## src/rtl/bq_pkg.sv

```systemverilog
package bq_pkg;
  typedef enum logic [1:0] {
    CHAIN_BCD  = 2'd0,
    CHAIN_5421 = 2'd1,
    CHAIN_NONE = 2'd2
  } chain_e;
endpackage

```

## src/rtl/bq_fall_detect.sv

```systemverilog
module bq_fall_detect #(
  parameter int STAGES = 2
) (
  input  logic clk,
  input  logic rst_n,
  input  logic pin,
  output logic fall
);
  logic [STAGES-1:0] sync_q, sync_d;
  logic              prev_q, prev_d;

  always_comb begin
    sync_d = {sync_q[STAGES-2:0], pin};
    prev_d = sync_q[STAGES-1];
  end

  always_ff @(posedge clk or negedge rst_n) begin
    if (!rst_n) begin
      sync_q <= '0;
      prev_q <= 1'b0;
    end else begin
      sync_q <= sync_d;
      prev_q <= prev_d;
    end
  end

  assign fall = prev_q & ~sync_q[STAGES-1];
endmodule

```

## src/rtl/bq_div2.sv

```systemverilog
module bq_div2 (
  input  logic clk,
  input  logic rst_n,
  input  logic step,
  input  logic load_nine,
  input  logic clear,
  output logic bit_q,
  output logic at_top
);
  logic bit_d;

  always_comb begin
    bit_d = bit_q;
    if (load_nine)  bit_d = 1'b1;
    else if (clear) bit_d = 1'b0;
    else if (step)  bit_d = ~bit_q;
  end

  always_ff @(posedge clk or negedge rst_n) begin
    if (!rst_n) bit_q <= 1'b0;
    else        bit_q <= bit_d;
  end

  assign at_top = bit_q;
endmodule

```

## src/rtl/bq_div5.sv

```systemverilog
module bq_div5 #(
  parameter int MODULUS = 5,
  localparam int W = $clog2(MODULUS)
) (
  input  logic         clk,
  input  logic         rst_n,
  input  logic         step,
  input  logic         load_nine,
  input  logic         clear,
  output logic [W-1:0] cnt_q,
  output logic         at_top
);
  localparam logic [W-1:0] TOP = W'(MODULUS - 1);
  logic [W-1:0] cnt_d;

  always_comb begin
    cnt_d = cnt_q;
    if (load_nine)  cnt_d = TOP;
    else if (clear) cnt_d = '0;
    else if (step)  cnt_d = (cnt_q == TOP) ? '0 : cnt_q + 1'b1;
  end

  always_ff @(posedge clk or negedge rst_n) begin
    if (!rst_n) cnt_q <= '0;
    else        cnt_q <= cnt_d;
  end

  assign at_top = (cnt_q == TOP);
endmodule

```

## src/rtl/bq_decade_counter.sv

```systemverilog
module bq_decade_counter #(
  parameter bq_pkg::chain_e MODE = bq_pkg::CHAIN_BCD,
  parameter int SYNC_STAGES = 2
) (
  input  logic       clk,
  input  logic       rst_n,
  input  logic       cnt_a,
  input  logic       cnt_b,
  input  logic       clr_1,
  input  logic       clr_2,
  input  logic       nine_1,
  input  logic       nine_2,
  output logic [3:0] q
);
  localparam logic A_FROM_PIN = (MODE != bq_pkg::CHAIN_5421);
  localparam logic B_FROM_PIN = (MODE != bq_pkg::CHAIN_BCD);
  localparam logic A_FROM_B   = (MODE == bq_pkg::CHAIN_5421);
  localparam logic B_FROM_A   = (MODE == bq_pkg::CHAIN_BCD);

  logic       fall_a, fall_b;
  logic       nine_act, clr_act, run;
  logic       pin_a, pin_b, step_a, step_b;
  logic       top_a, top_b, bit_a;
  logic [2:0] cnt_b5;

  bq_fall_detect #(.STAGES(SYNC_STAGES)) u_edge_a (
    .clk(clk), .rst_n(rst_n), .pin(cnt_a), .fall(fall_a));
  bq_fall_detect #(.STAGES(SYNC_STAGES)) u_edge_b (
    .clk(clk), .rst_n(rst_n), .pin(cnt_b), .fall(fall_b));

  always_comb begin
    nine_act = nine_1 & nine_2;
    clr_act  = clr_1 & clr_2 & ~nine_act;
    run      = ~nine_act & ~clr_act;
    pin_a    = run & fall_a;
    pin_b    = run & fall_b;
    // chain carry is taken from state, so it lands in the same cycle
    step_a   = (A_FROM_PIN & pin_a) | (A_FROM_B & pin_b & top_b);
    step_b   = (B_FROM_PIN & pin_b) | (B_FROM_A & pin_a & top_a);
  end

  bq_div2 u_sec_a (
    .clk(clk), .rst_n(rst_n), .step(step_a), .load_nine(nine_act),
    .clear(clr_act), .bit_q(bit_a), .at_top(top_a));

  bq_div5 #(.MODULUS(5)) u_sec_b (
    .clk(clk), .rst_n(rst_n), .step(step_b), .load_nine(nine_act),
    .clear(clr_act), .cnt_q(cnt_b5), .at_top(top_b));

  assign q = {cnt_b5, bit_a};
endmodule

```

## config.mk

```make
export PLATFORM = sky130hd
export DESIGN_NAME = bq_decade_counter
export DESIGN_NICKNAME = d
export VERILOG_FILES = /design/src/rtl/bq_pkg.sv /design/src/rtl/bq_fall_detect.sv /design/src/rtl/bq_div2.sv /design/src/rtl/bq_div5.sv /design/src/rtl/bq_decade_counter.sv
export SDC_FILE = /design/constraint.sdc
export NUM_CORES = 1
export LEC_CHECK = 0
export BUFFER_PORTS_ARGS = -buffer_cell sky130_fd_sc_hd__buf_4
export CORE_AREA = 2 2 39 41
export CTS_CLUSTER_SIZE = 40
export DETAILED_ROUTE_END_ITERATION = 7
export DIE_AREA = 0 0 41 43
export HOLD_SLACK_MARGIN = 0.06
export PLACE_DENSITY = 0.6
export SETUP_SLACK_MARGIN = 0.3
export SYNTH_ARGS = -nofsm -noshare
export SYNTH_HDL_FRONTEND = slang
export SYNTH_HIERARCHICAL = 1
export SYNTH_SLANG_ARGS = --single-unit
```

## constraint.sdc

```tcl
create_clock -name clk -period 1.6 [get_ports clk]
set_clock_uncertainty 0.2 [all_clocks]
set_input_delay 0.32 -clock clk [delete_from_list [all_inputs] [get_ports clk]]
set_output_delay 0.32 -clock clk [all_outputs]
set_load 0.1 [all_outputs]
```

==> Word-level counts from Yosys, hierarchy flattened <==
Cells that the tools add are included.
{ "totals": {"ff_bits": 7, "input_bits": 8, "output_inout_bits": 4, "wordCells": 26} }
{ "op_classes": {"addsub": 1, "n_eq_ne": 1, "muxes": 7, "bitwise_logic": 11, "reduce_logical": 2} }
{ "op_table": {"columns": ["cell", "n"], "rows": [
  ["3-bit 2-to-1 mux", 4],
  ["1-bit bitwise AND", 7],
  ["3-bit nonzero test", 2],
  ["1-bit NOT", 4],
  ["3-bit by 1-bit adder with 3-bit output, second input constant", 1],
  ["3-bit equality test, second input constant", 1],
  ["1-bit 2-to-1 mux", 3]
]} }

==> Longest topological paths before layout <==
{ "depth": {"word_depth": 10, "ltp_mapped": 5, "mapped_depth_nobuf": 5} }

==> Modules after synthesis <==
Netlist, hierarchy kept.
{ "modules_own_cells": {"columns": ["mod", "n_inst", "cells_per_inst", "area_each_um2", "seq_area_each_um2"], "rows": [
  ["bq_div5", 1, 19, 182.7, 75.1],
  ["bq_fall_detect", 1, 4, 88.8, 75.1],
  ["bq_div2", 1, 4, 48.8, 25.0],
  ["bq_decade_counter", 1, 7, 38.8, 0.0]
]} }

==> Worst setup path before layout <==
No wires, ideal clock.
{ "synth_timing": {"path_type": "register -> register", "start": "register u_sec_b.cnt_q[0]", "end": "register u_sec_b.cnt_q[0]", "setup_ps": 87, "arrival_time_ps": 1670, "required_ps": 1313, "setup_slack_ps": -356, "stages_incl_launch_ff": 6, "n_path_buf": 0, "synth_period_minus_slack_ps": 1956, "cell_sequence": "dfrtp_1 inv_1 ha_1 nand2_1 nand3_1 a211oi_2"} }
{ "synth_between": {"elab_chain_cells": 5} }
{ "synth_rtl": {"columns": ["item", "line_no", "source"], "rows": [
  ["from (decl)", "bq_div5.sv:10", "output logic [W-1:0] cnt_q,"],
  ["from (signal assigned)", "bq_div5.sv:25", "else cnt_q <= cnt_d;"],
  ["3-bit by 1-bit adder with 3-bit output / 3-bit equality test (equally long branches)", null, null],
  ["3-bit 2-to-1 mux (*) (2 in series)", "bq_div5.sv:20", "else if (step) cnt_d = (cnt_q == TOP) ? '0 : cnt_q + 1'b1;"],
  ["3-bit 2-to-1 mux (*)", "bq_div5.sv:19", "else if (clear) cnt_d = '0;"],
  ["3-bit 2-to-1 mux (*)", "bq_div5.sv:18", "if (load_nine) cnt_d = TOP;"]
]} }
Every way passes the cells marked *; elsewhere a longest branch is shown, timed or not. The select of a mux whose other input is x is not followed.
A chain may end at the register's enable or synchronous reset.

==> Worst setup path after layout <==
{ "layout_timing": {"start": "register u_sec_b.cnt_q[0]", "end": "output port q[1]"} }
{ "layout_lines": {"columns": ["item", "line_no", "source"], "rows": [
  ["to (decl)", "bq_decade_counter.sv:13", "output logic [3:0] q"]
]} }
No word-level cell between the ends.

==> flow_summary_export.csv <==
group,metric,value,unit
route,via_per_inst,4.485,
timing,fin_crit,1.475,ns
floorplan,fp-row-count,14,
power,pwr_density_cell,972.6,nW/µm²
cts,clk_pin_slew_worst_paths,0.05,ns
critical_path,r2r-start,"u_sec_b/cnt_q[0]",
floorplan,die_area,1763,µm²
placed_design,port_buffers,10,
route,wl_per_cell,10.20,µm
placed_design,gp_congestion,0.5867,
layout,post-route-util,43.04,%
power,combPwrFrac,36.2,%
critical_path,crit_type,"reg2out",
critical_path,crit_end,"q[1]",
timing,period_share,92.19,%
layout,fin_nets,61,
timing,maxSlewHeadroom,75.12,%
cts,cts_tree,"built",
timing,max_freq,0.6780,GHz
critical_path,crit_arrival,0.95,ns
power,p_sw,0.2000,mW
critical_path,cp.depth,1,
floorplan,die_w,41,µm
critical_path,crit_slowest_cell,"dfrtp_4",
timing,setup_tns,0,ns
timing,slew_violations,0,
synthesis,syn_area,355.3,µm²
cts,numClockSinks,7,
job,cap_viol_max_count,0,
route,drt.antenna.violating_nets,0,
timing,worstMarginPinSlew,0.3733,ns
placed_design,dp.cells,57,
global_route,grt_max_degree,8,
critical_path,critical_path_required,1.08,ns
critical_path,reg2reg_slack,0.22,ns
critical_path,critical_path.max_fanout,4,
layout,final_common_cell,"buf_4",
global_route,grt_pass1_vias,273,
layout,layout_common_cells,"9 x buf_4, 4 x buf_12, 4 x dfrtp_1",
critical_path,worst-path-buf-inv,1,
route,via_count,296,
critical_path,setup.worst_path.end_class,"output port",
placed_design,dp_hpwl,483.8,µm
power,peakVddDrop,0.0003540,V
synthesis,syn_inst,33,
cts,h-tree-depth,1,
route,drt-pass1-iter-count,2,
critical_path,cp_top_family,"flip-flops",
critical_path,regToRegEndpoint,"u_sec_b/cnt_q[2]",
route,wl,673,µm
power,p_int,0.3793,mW
min_path,min_path_type,"reg2reg",
route,drtIter0Drc,2,
power,p_seq_share,36.5,%
timing,hold_ws,0.1477,ns
layout,layout-area-overhead-vs-synth,67.61,%
synthesis,syn_avg_cell_area,10.77,µm²
floorplan,die_y,43,µm
power,leakagePower,0.2633,nW
critical_path,cp_cell_sequence,"buf_12",
synthesis,synth.yosys.warnings,6,
global_route,grt_use_total,9.109,%
timing,setup_viol,0,
timing,hold_viol_final,0,
placed_design,place_ws,0.1293,ns
floorplan,ioPinCount,12,
layout,n_fill_cell,138,
layout,fin_cells,66,
power,p_clk_share,27.3,%
layout,n_antenna_cell,0,
cts,clkLatencyLatePin,0.25,ns
power,switching_share,34.52,%
cts,ctsLongestPathBuffers,2,
floorplan,start_util,25.68,%
timing,rsz0062_at_grt,"yes",
timing,setup_ws,0.1250,ns
route,drc,0,
cts,cts-root-buf,"clkbuf_4",
cts,cts_buffers,3,
floorplan,core_area,1384,µm²
critical_path,startpoint_type,"flop",
global_route,antenna_found_initial,0,
layout,layout-drive-gt1-share,54.00,%
critical_path,slowest_delay,0.52,ns
synthesis,synth_fp_nets,43,
critical_path,ff2ff_path_depth,4,
run_status,status,"finished clean",
global_route,grt-ovfl-total,0,
critical_path,startpoint,"u_sec_b/cnt_q[0]",
global_route,grt_pass1_wl,1048,µm
## layer usage
metal  share of wire (%)  track usage [%]  vias up
li1                    -                -      146
met1                  45            10.89      141
met2                  48            13.13        9
met3                 7.1            3.141        0
met4                   0            6.000        0
met5                   0                0        -
## through the flow
step / total power [mW] / area, µm²
2_1_floorplan: 0.3415 / 391.6
3_3_place_gp: 0.3666 / 471.7
3_5_place_dp: 0.3685 / 471.7
4_1_cts: 0.5827 / 588.1
5_1_grt: 0.6172 / 595.6
6_report: 0.5792 / 595.6
## power by group through the flow
stage               sequential, mW  combinational [mW]  clock, mW
floorplan                    0.253              0.0887          0
global placement             0.211               0.156          0
detailed placement           0.211               0.157          0
CTS                          0.213               0.202      0.168
global route                 0.212               0.221      0.184
finish                       0.211               0.210      0.158
## layout make-up
| cell class | count | area, µm² | area share (%) |
|---|---|---|---|
| timing repair buffer | 15 | 167.7 | 28.15 |
| inverter | 3 | 13.76 | 2.311 |
| multi-input combinational | 21 | 183.9 | 30.88 |
| sequential | 7 | 183.9 | 30.88 |
| tap | 16 | 20.02 | 3.361 |
| clock buffer | 4 | 26.28 | 4.412 |
## repair_timing
| action | 4_1_cts | 5_1_grt |
|---|---|---|
| buffers inserted | 2 | 1 |
| hold buffers | 2 | 0 |
| setup endpoints to repair | 7 | 7 |
| resized for setup | 15 | 0 |
| hold endpoints to repair | 8 | 0 |
| gates cloned | 0 | 0 |
| pin swaps | 2 | 0 |
## worst min-delay path by stage
stage                             from                  to  slack [ns]  depth (start not counted)
finish              u_edge_a/sync_q[0]  u_edge_a/sync_q[1]        0.15                          0
global route        u_edge_a/sync_q[0]  u_edge_a/sync_q[1]        0.16                          0
CTS                 u_edge_a/sync_q[0]  u_edge_a/sync_q[1]        0.15                          0
detailed placement               rst_n      u_sec_a/at_top       -0.06                          1
global placement                 rst_n    u_sec_b/cnt_q[2]       -0.06                          1
floorplan                        rst_n     u_edge_a/prev_q       -0.18                          0
## state kept, by name, summed over array words and instances (netlist names)
signal and flops:
u_edge_a/sync_q 2, u_sec_b/cnt_q 3, u_sec_a/at_top 1, u_edge_a/prev_q 1
Power figures use the tool's default switching activity.
